## src/rtl/mst_lat_timer.sv

```systemverilog
module mst_lat_timer #(
  parameter int W = 8
) (
  input  logic         clk,
  input  logic         rst_n,
  input  logic         cfg_we,
  input  logic [W-1:0] cfg_wdata,
  output logic [W-1:0] cfg_rdata,
  input  logic         frame_own,
  input  logic         bus_gnt,
  output logic         term_req
);

  logic [W-1:0] lat_q, cnt_q;
  logic         frame_d, expd_q, term_q;
  logic         start;

  assign start     = frame_own & ~frame_d;
  assign cfg_rdata = lat_q;
  assign term_req  = term_q;

  always_ff @(posedge clk or negedge rst_n) begin
    if (!rst_n) begin
      lat_q   <= '0;
      cnt_q   <= '0;
      frame_d <= 1'b0;
      expd_q  <= 1'b0;
      term_q  <= 1'b0;
    end else begin
      if (cfg_we) lat_q <= cfg_wdata;
      frame_d <= frame_own;
      if (!frame_own) begin
        cnt_q  <= '0;
        expd_q <= 1'b0;
        term_q <= 1'b0;
      end else if (start) begin
        cnt_q  <= lat_q;
        expd_q <= (lat_q == '0);
      end else begin
        if (cnt_q != '0) cnt_q <= cnt_q - 1'b1;
        expd_q <= expd_q | (cnt_q <= W'(1));
        if (expd_q && !bus_gnt) term_q <= 1'b1;
      end
    end
  end

  // no request survives a FRAME release
  a_r8_clear_on_release: assert property (@(posedge clk) disable iff (!rst_n)
    !frame_own |=> !term_req);

  // a raised request holds while FRAME holds
  a_r8_sticky: assert property (@(posedge clk) disable iff (!rst_n)
    (term_req && frame_own) |=> term_req);

  // a request only rises when grant was removed
  a_r5_needs_gnt_low: assert property (@(posedge clk) disable iff (!rst_n)
    $rose(term_req) |-> $past(!bus_gnt));

  // a request only rises after expiry
  a_r4_needs_expiry: assert property (@(posedge clk) disable iff (!rst_n)
    $rose(term_req) |-> $past(expd_q));

  // written value is visible after the edge
  a_r2_write_visible: assert property (@(posedge clk) disable iff (!rst_n)
    cfg_we |=> (cfg_rdata == $past(cfg_wdata)));

  // the count is stable at zero once expired
  a_r3_saturate: assert property (@(posedge clk) disable iff (!rst_n)
    (frame_own && frame_d && cnt_q == '0) |=> (cnt_q == '0));

endmodule

```

## config.mk

```make
export PLATFORM = sky130hd
export DESIGN_NAME = mst_lat_timer
export DESIGN_NICKNAME = d
export VERILOG_FILES = /design/src/rtl/mst_lat_timer.sv
export SDC_FILE = /design/constraint.sdc
export NUM_CORES = 1
export LEC_CHECK = 0
export ABC_AREA = 1
export CAP_MARGIN = 20
export CORE_AREA = 5 5 55 57
export DETAILED_ROUTE_END_ITERATION = 7
export DIE_AREA = 0 0 60 62
export DONT_BUFFER_PORTS = 1
export GPL_ROUTABILITY_DRIVEN = 0
export GPL_TIMING_DRIVEN = 0
export MAX_ROUTING_LAYER = met4
export PLACE_DENSITY = 0.64
export SLEW_MARGIN = 20
export SYNTH_ARGS = -nofsm -noshare
export SYNTH_HDL_FRONTEND = slang
export SYNTH_SLANG_ARGS = --single-unit
```

## constraint.sdc

```tcl
create_clock -name clk -period 1.3 [get_ports clk]
set_input_delay 0.26 -clock clk [delete_from_list [all_inputs] [get_ports clk]]
set_output_delay 0.26 -clock clk [all_outputs]
set_load 0.02 [all_outputs]
```

==> results.yml, run 1 <==
placed_design:
  hpwl_um: 1600
  dp_slack_ns: 0.003824
  portBuffers: 0
routing:
  routedWlPerCell_um: 13.36
  antenna_left: 0
  num_vias: 783
  initialDrtViolationCount: 19
  drc_errors: 0
  drt_wl_total_um: 2071
  via_per_inst: 5.052
  dr.pass1.iters: 4
worst_setup_path:
  start_kind: "register"
  crit_type: "register to register"
  end_kind: "register"
  cp_common_cell: "nand2_1"
  cp.arrival_ns: 1.36
  critical_path.slowest_cell: "dfrtp_1"
  cp.required_ns: 1.50
  cp_cell_sequence: "inv_1 -> nand2_1 -> nor2_2 -> nand4_4 -> nand2_1 -> nor2_1"
  crit_path_max_fanout: 7
  crit_family: "simple AND/OR/NAND/NOR gates"
  cp.buffers_inverters: 1
  critPathMaxStageDelay_ns: 0.41
synth:
  syn_nets: 134
  synthCells: 118
  syn_area_um2: 989.7
  synth_common_cells: "nand2_1 (21), dfrtp_1 (19), inv_1 (14)"
  synth_edf_count: 0
  yosys.area.top_type: "dfrtp_1"
  ys_async_sr_fraction_pct: 100.0
  yosysWarnings: 0
  synth.avg_cell_area_um2: 8.387
  ys_seq_elements: 19
  synthTopCellsByArea: "dfrtp_1 (48%), nand2_1 (8.0%), inv_1 (5.3%), nor2_1 (4.9%), nand3_1 (4.0%)"
  ys.flop_type: "dfrtp_1"
  ys_seq_area_share_pct: 48.04
  synth_cell_type_count: 21
  synth_most_common_cell: "nand2_1"
  synth_top_area_share_pct: 48.04
die:
  core_um2: 2432
  ioPinCount: 22
  fp.dieH_um: 62
  start_util_pct: 40.69
  rows: 18
  die_area_um2: 3720
  die_x_um: 60
min_path:
  hold_class: "primary input to register"
global_routing:
  use_met1_pct: 17.20
  grtUsageMet2_pct: 22.22
  grt_usage_pct: 14.14
  gr-total-overflow: 0
  grt_most_used_layer: "met2"
  first_global_vias: 786
  grt_pass1_wl_um: 3698
  antenna_found_initial: 0
  grt_max_degree: 20
  grt_use_met3_pct: 2.686
sta:
  setup_violations: 0
  final.min_clock_period_ns: 1.164
  drv_slew: 0
  rsz0062_at_grt: "false"
  hold_violations: 0
  holdWs_ns: 0.06623
  skew_ns: 0.007775
  fmax_mhz: 858.9
  tightest_slew_ns: 0.8492
  final.setup.tns_ns: 0
  period_share_pct: 89.57
  setup_ws_ns: 0.1357
  maxSlewHeadroom_pct: 43.20
pwr:
  p_leak_nw: 0.5164
  power_density_nw_per_um2: 1275
  peakVddDrop_mv: 0.7652
cts:
  cts_tree: "yes"
  ctsLongestPathBuffers: 2
  cts_max_level: 1
  root_buffer: "clkbuf_4"
  cts.clk_slew.worst_paths_ns: 0.11
  numCtsBuffers: 3
  clock_latency_ns: 0.30
  cts.sink_count: 19
cells_and_area:
  area.growth.synth_to_final_pct: 10.49
  drive_above_1_share_pct: 16.00
  num-nets-final: 142
  antennaDiodeCount: 0
status:
  status: "finished clean"
job:
  cap_viol_max_count: 0
-- layout make-up --
type,count,area [um^2]
fill,258,1339
tap,30,37.54
sequential,19,475.5
timing repair buffer,3,27.53
multi-input combinational,79,451.7
clock buffer,4,26.28
buffer,1,3.754
inverter,19,71.32
-- where the power goes --
group          switching, W  internal [W]
combinational      0.000211      0.000136
clock              0.000181      0.000120
sequential        0.0000930      0.000654
total              0.000485      0.000910
-- state kept, by name, indices dropped and copies added, names as in the netlist --
| signal | cells |
|---|---|
| cnt_q | 8 |
| expd_q | 1 |
| frame_d | 1 |
| term_req | 1 |
| cfg_rdata | 8 |
-- placed cells by master, fill, tap and decap left out, types with 3 or more instances in the layout --
cell type	n
nor2_1	13
dfrtp_1	19
o21ai_0	8
nand3_1	8
inv_1	12
a21oi_1	6
inv_2	7
nand2_1	21
mux2_2	3
o22ai_1	3
o21ai_1	5
clkbuf_4	3
-- worst paths after layout --
check	start	end	cells after the start	slack, ns
min in group asynchronous	rst_n	term_req$_DFFE_PN0P_	1	0.50
hold / removal	cfg_wdata[7]	cfg_rdata[7]$_DFFE_PN0P_	2	0.07
setup / recovery	cnt_q[5]$_DFFE_PN0P_	cnt_q[4]$_DFFE_PN0P_	6	0.14
setup reg to reg	cnt_q[5]$_DFFE_PN0P_	cnt_q[4]$_DFFE_PN0P_	6	0.14
max in group asynchronous	rst_n	cfg_rdata[4]$_DFFE_PN0P_	1	0.28
hold reg to reg	expd_q$_DFF_PN0_	term_req$_DFFE_PN0P_	1	0.57
-- metrics by stage --
stage	power [W]	std cells	instance area, um^2	util, %
after floorplan	0.001007	118	989.7	-
after global placement	0.001065	148	1027	42.23
after detailed placement	0.001072	148	1027	42.23
after CTS	0.001392	155	1081	44.44
after global routing	0.001494	155	1094	44.96
final	0.001395	155	1094	44.96
-- cells by family (layout without fill, tap and decap cells) --
kind of cell,count (synthesis),after routing,synth area share (%)
flip-flops,19,19,48.04
buffers and inverters,20,27,7.585
multiplexers,3,3,3.413
AND/OR/NAND/NOR,49,49,23.90
AO/OA/AOI/OAI,24,24,13.27
adder cells (fa/ha/maj),3,3,3.793
-- per-layer routing --
| layer | up-vias | share of wire (%) |
|---|---|---|
| met2 | 25 | 48 |
| met5 | - | 0 |
| met3 | 5 | 6.1 |
| li1 | 402 | - |
| met1 | 351 | 43 |
| met4 | 0 | 2.4 |
-- repair_timing --
item / CTS / global route
hold buffers: 2 / 0
endpoints found under the hold margin: 20 / 0
gates cloned: 0 / 0
buffers inserted: 1 / 0
gates resized for setup: 0 / 4
setup endpoints to repair: 1 / 3
No activity file was read; power rests on OpenSTA's default activity.
==> inputs of run 2 (changes only) <==
Settings changed: CORE_AREA 5 5 55 57 to 5 5 47 49, DIE_AREA 0 0 60 62 to 0 0 52 54, PLACE_DENSITY 0.64 to 0.82.
==> run 2 against run 1 <==
Compared with the run above:
- sequential share of layout area is 0.11 points higher
- power is 0.52% higher
- highest routed layer unchanged
- cell area did not move
- sequential power increased by 0.7%
- cell count fell by 1.9%
- wire length shrank 0.29%
- register-to-register slack lost 0.04 ns
- critical endpoint is now expd_q$_DFF_PN0_
- clock power about the same
==> results.yml, run 2 (synthesized netlist as in run 1, its figures left out) <==
cells_and_area:
  final_common_cell: "nand2_1"
  drive_above_1_share_pct: 16.80
  antennaDiodeCount: 0
  area.growth.synth_to_final_pct: 10.49
  multi_input_area_um2: 451.7
  register_area_um2: 476.7
  nFillCells: 159
  final_cell_mix: "nand2_1 (21), dfrtp_1 (18), nor2_1 (13)"
  num-nets-final: 142
die:
  die_area_um2: 2808
  rows: 16
  core_um2: 1822
  ioPinCount: 22
  fp.dieH_um: 54
  die_x_um: 52
  start_util_pct: 54.33
pwr:
  power_density_nw_per_um2: 1282
  peakVddDrop_mv: 0.9549
  p_leak_nw: 0.5156
  p_total_w: 0.001402
status:
  status: "finished clean"
cts:
  ctsLongestPathBuffers: 2
  cts_max_level: 1
  numCtsBuffers: 3
  cts_tree: "yes"
  clock_latency_ns: 0.30
  root_buffer: "clkbuf_4"
  cts.sink_count: 19
  cts.clk_slew.worst_paths_ns: 0.10
routing:
  via_per_inst: 5.276
  routedWlPerCell_um: 13.59
  drc_errors: 0
  drt_wl_total_um: 2065
  num_vias: 802
  antenna_left: 0
  dr.pass1.iters: 2
  initialDrtViolationCount: 7
global_routing:
  grt_usage_pct: 17.09
  gr-total-overflow: 0
  antenna_found_initial: 0
  grt_max_degree: 20
  first_global_vias: 788
  grt_pass1_wl_um: 3387
sta:
  setup_violations: 0
  period_share_pct: 92.67
  final.min_clock_period_ns: 1.205
  fmax_mhz: 830.1
  drv_slew: 0
  holdWs_ns: 0.07215
  hold_violations: 0
  tightest_slew_ns: 0.8091
  maxSlewHeadroom_pct: 45.88
  final.setup.tns_ns: 0
  skew_ns: 0.005036
worst_setup_path:
  start_kind: "register"
  crit_type: "register to register"
  crit_path_max_fanout: 4
  rrSetupSlack_ns: 0.1
  end_kind: "register"
  cp.required_ns: 1.49
  cp.arrival_ns: 1.39
job:
  cap_viol_max_count: 0
min_path:
  hold_class: "primary input to register"
placed_design:
  hpwl_um: 1592
  portBuffers: 0
-- run 2: cell count changes in the layout (fill, tap and decap cells not counted) --
cell     change
dfrtp_1      -1
dfrtp_2      +1
inv_2        -1
inv_4        +1
-- run 2: final timing paths --
kind | startpoint | to | cells after the start
setup / recovery | cnt_q[0]$_DFFE_PN0P_ | expd_q$_DFF_PN0_ | 4
hold / removal | cfg_wdata[7] | cfg_rdata[7]$_DFFE_PN0P_ | 2
setup reg to reg | cnt_q[0]$_DFFE_PN0P_ | expd_q$_DFF_PN0_ | 4
hold reg to reg | expd_q$_DFF_PN0_ | term_req$_DFFE_PN0P_ | 1
max in group asynchronous | rst_n | cnt_q[0]$_DFFE_PN0P_ | 1
min in group asynchronous | rst_n | cfg_rdata[3]$_DFFE_PN0P_ | 1
-- run 2: final cells by class --
type | count | share of cell area (%)
multi-input cells | 79 | 41.30
clock buffers | 4 | 2.403
flip-flops and latches | 19 | 43.59
plain buffers | 1 | 0.3432
repair buffers | 3 | 2.517
well taps | 27 | 3.089
inverters | 19 | 6.751
-- run 2: timing repair --
action	CTS	global route
hold buffers	2	0
setup endpoints to repair	2	5
resized for setup	1	5
buffers inserted	0	1
endpoints found under the hold margin	20	0
-- run 2: routing by layer --
| layer | track usage (%) | vias up | routed length, um |
|---|---|---|---|
| li1 | - | 401 | - |
| met1 | 17.88 | 381 | 828 |
| met2 | 31.59 | 18 | 1109 |
| met3 | 3.878 | 2 | 103 |
| met4 | 5.677 | 0 | 25 |
| met5 | - | - | 0 |
-- run 2: stage by stage --
step / setup WS [ns] / utilization (%) / instances / cell area [um^2]
3_3_place_gp: 0.04022 / 56.18 / 145 / 1023
3_5_place_dp: 0.01289 / 56.18 / 145 / 1023
5_1_grt: -0.01271 / 60.03 / 152 / 1094
4_1_cts: 0.01546 / 58.86 / 151 / 1072
6_report: 0.09532 / 60.03 / 152 / 1094
2_1_floorplan: 0.1283 / - / 118 / 989.7
-- run 2: power breakdown --
part / switching, W / total (W) / internal, W / leakage [nW]
registers: 0.0000970 / 0.000752 / 0.000655 / 0.238
logic: 0.000215 / 0.000352 / 0.000137 / 0.263
clock network: 0.000179 / 0.000299 / 0.000120 / 0.0150
total: 0.000490 / 0.00140 / 0.000912 / 0.516
-- run 2: worst max-delay path, stage by stage (launching register included) --
cell      delay [ns]
dfrtp_2         0.45
buf_4           0.14
ha_1            0.19
o211ai_1        0.21
a21oi_1         0.09
==> inputs of run 3 (changes only) <==
Settings changed: CORE_AREA 5 5 47 49 to 5 5 49 51, DIE_AREA 0 0 52 54 to 0 0 54 56, PLACE_DENSITY 0.82 to 0.76.
==> run 3 against run 2 <==
Compared with the run above:
- sequential power about the same
- worst hold slack got worse by 0.0012 ns
- critical path depth increased by 2
- fmax decreased by 2.9%
- first-iteration DRC count increased by 110%
- worst setup slack got worse by 0.036 ns
- critical path type unchanged
- largest power group unchanged
==> results.yml, run 3 (synthesized netlist as in run 1, its figures left out) <==
routing:
  initialDrtViolationCount: 15
  antenna_left: 0
  routedWlPerCell_um: 13.18
  via_per_inst: 5.272
  drc_errors: 0
  dr.pass1.iters: 4
  num_vias: 796
  drt_wl_total_um: 1990
cells_and_area:
  antennaDiodeCount: 0
  nFillCells: 173
  num-nets-final: 141
  fin_cells: 151
  area.growth.synth_to_final_pct: 10.24
  utilization_pct: 57.37
  register_area_um2: 475.5
  final_cell_mix: "nand2_1 (21), dfrtp_1 (19), inv_1 (12), nor2_1 (12)"
  multi_input_area_um2: 459.2
  drive_above_1_share_pct: 16.94
  final_common_cell: "nand2_1"
die:
  start_util_pct: 52.04
  die_x_um: 54
  ioPinCount: 22
  core_um2: 1902
  fp.dieH_um: 56
  die_area_um2: 3024
  rows: 16
sta:
  holdWs_ns: 0.07092
  fmax_mhz: 806.0
  final.min_clock_period_ns: 1.241
  hold_violations: 0
  skew_ns: 0.006618
  rsz0062_at_grt: "false"
  setup_violations: 0
  tightest_slew_ns: 0.8265
  drv_slew: 0
  period_share_pct: 95.44
  maxSlewHeadroom_pct: 44.72
  setup_ws_ns: 0.05924
worst_setup_path:
  crit_type: "register to register"
  cp_cell_sequence: "inv_2 -> ha_4 -> nand2_1 -> o21ai_1 -> nand3_1 -> a21oi_1"
  critical_path.slowest_cell: "dfrtp_1"
  start_kind: "register"
  cp.required_ns: 1.54
  end_kind: "register"
  critPathMaxStageDelay_ns: 0.44
  crit_path_max_fanout: 5
  cp.arrival_ns: 1.48
cts:
  root_buffer: "clkbuf_4"
  ctsLongestPathBuffers: 2
  cts.clk_slew.worst_paths_ns: 0.10
  cts_max_level: 1
  clock_latency_ns: 0.31
  cts_setup_buffers: 0
  cts.sink_count: 19
  cts_tree: "yes"
  numCtsBuffers: 3
status:
  status: "finished clean"
pwr:
  p_total_w: 0.001405
  p_leak_nw: 0.5156
  power_density_nw_per_um2: 1288
  peakVddDrop_mv: 0.8262
global_routing:
  use_met1_pct: 19.08
  grt_pass1_wl_um: 3415
  first_global_vias: 772
  gr-total-overflow: 0
  grt_usage_pct: 15.78
  antenna_found_initial: 0
  grt_max_degree: 20
  grt_use_met3_pct: 4.558
  grtUsageMet2_pct: 24.05
  grt_most_used_layer: "met2"
placed_design:
  portBuffers: 0
  dp_slack_ns: -0.04893
  hpwl_um: 1572
  dp_cells: 145
job:
  cap_viol_max_count: 0
min_path:
  hold_class: "primary input to register"
## run 3: power breakdown
part / total, W / switching (W) / internal (W)
Clock: 0.000301 / 0.000186 / 0.000115
Combinational: 0.000354 / 0.000219 / 0.000136
Sequential: 0.000750 / 0.0000955 / 0.000654
## run 3: cell type report
| class | count | area share, % |
|---|---|---|
| flip-flops and latches | 19 | 43.58 |
| multi-input cells | 79 | 42.09 |
| inverters | 19 | 6.537 |
| well taps | 27 | 3.096 |
| clock buffers | 3 | 2.064 |
| repair buffers | 2 | 1.835 |
| clock inverters | 1 | 0.4587 |
| plain buffers | 1 | 0.3440 |
## run 3: worst max-delay path, delay by kind of cell (launching register included)
family	cells	cell delay, ns
flip-flops	1	0.44
AO/OA/AOI/OAI	2	0.27
AND/OR/NAND/NOR	2	0.17
buffers and inverters	1	0.12
adder cells (fa/ha/maj)	1	0.17
## run 3: final timing paths
kind,startpoint,endpoint,slack [ns],cells past startpoint
setup reg to reg,cnt_q[0]$_DFFE_PN0P_,cnt_q[6]$_DFFE_PN0P_,0.06,6
setup / recovery,cnt_q[0]$_DFFE_PN0P_,cnt_q[6]$_DFFE_PN0P_,0.06,6
max in group asynchronous,rst_n,term_req$_DFFE_PN0P_,0.30,1
hold / removal,cfg_wdata[6],cfg_rdata[6]$_DFFE_PN0P_,0.07,2
min in group asynchronous,rst_n,cfg_rdata[5]$_DFFE_PN0P_,0.48,1
hold reg to reg,expd_q$_DFF_PN0_,term_req$_DFFE_PN0P_,0.54,1
## run 3: repair_timing
action / CTS / global route
gates cloned: 0 / 0
endpoints found under the setup margin: 1 / 2
hold buffers: 2 / 0
gates resized for setup: 3 / 3
hold endpoints to repair: 20 / 0
## run 3: routing by layer
| metal | part of all wire (%) | vias up |
|---|---|---|
| li1 | - | 400 |
| met1 | 41 | 370 |
| met2 | 50 | 21 |
| met3 | 6.3 | 5 |
| met4 | 2.2 | 0 |
| met5 | 0 | - |
## run 3: stage by stage
step           setup TNS [ns]  instance area [um^2]
2_1_floorplan               0                 989.7
3_3_place_gp                0                  1023
3_5_place_dp         -0.04893                  1023
4_1_cts                     0                  1084
5_1_grt                     0                  1091
6_report                    0                  1091
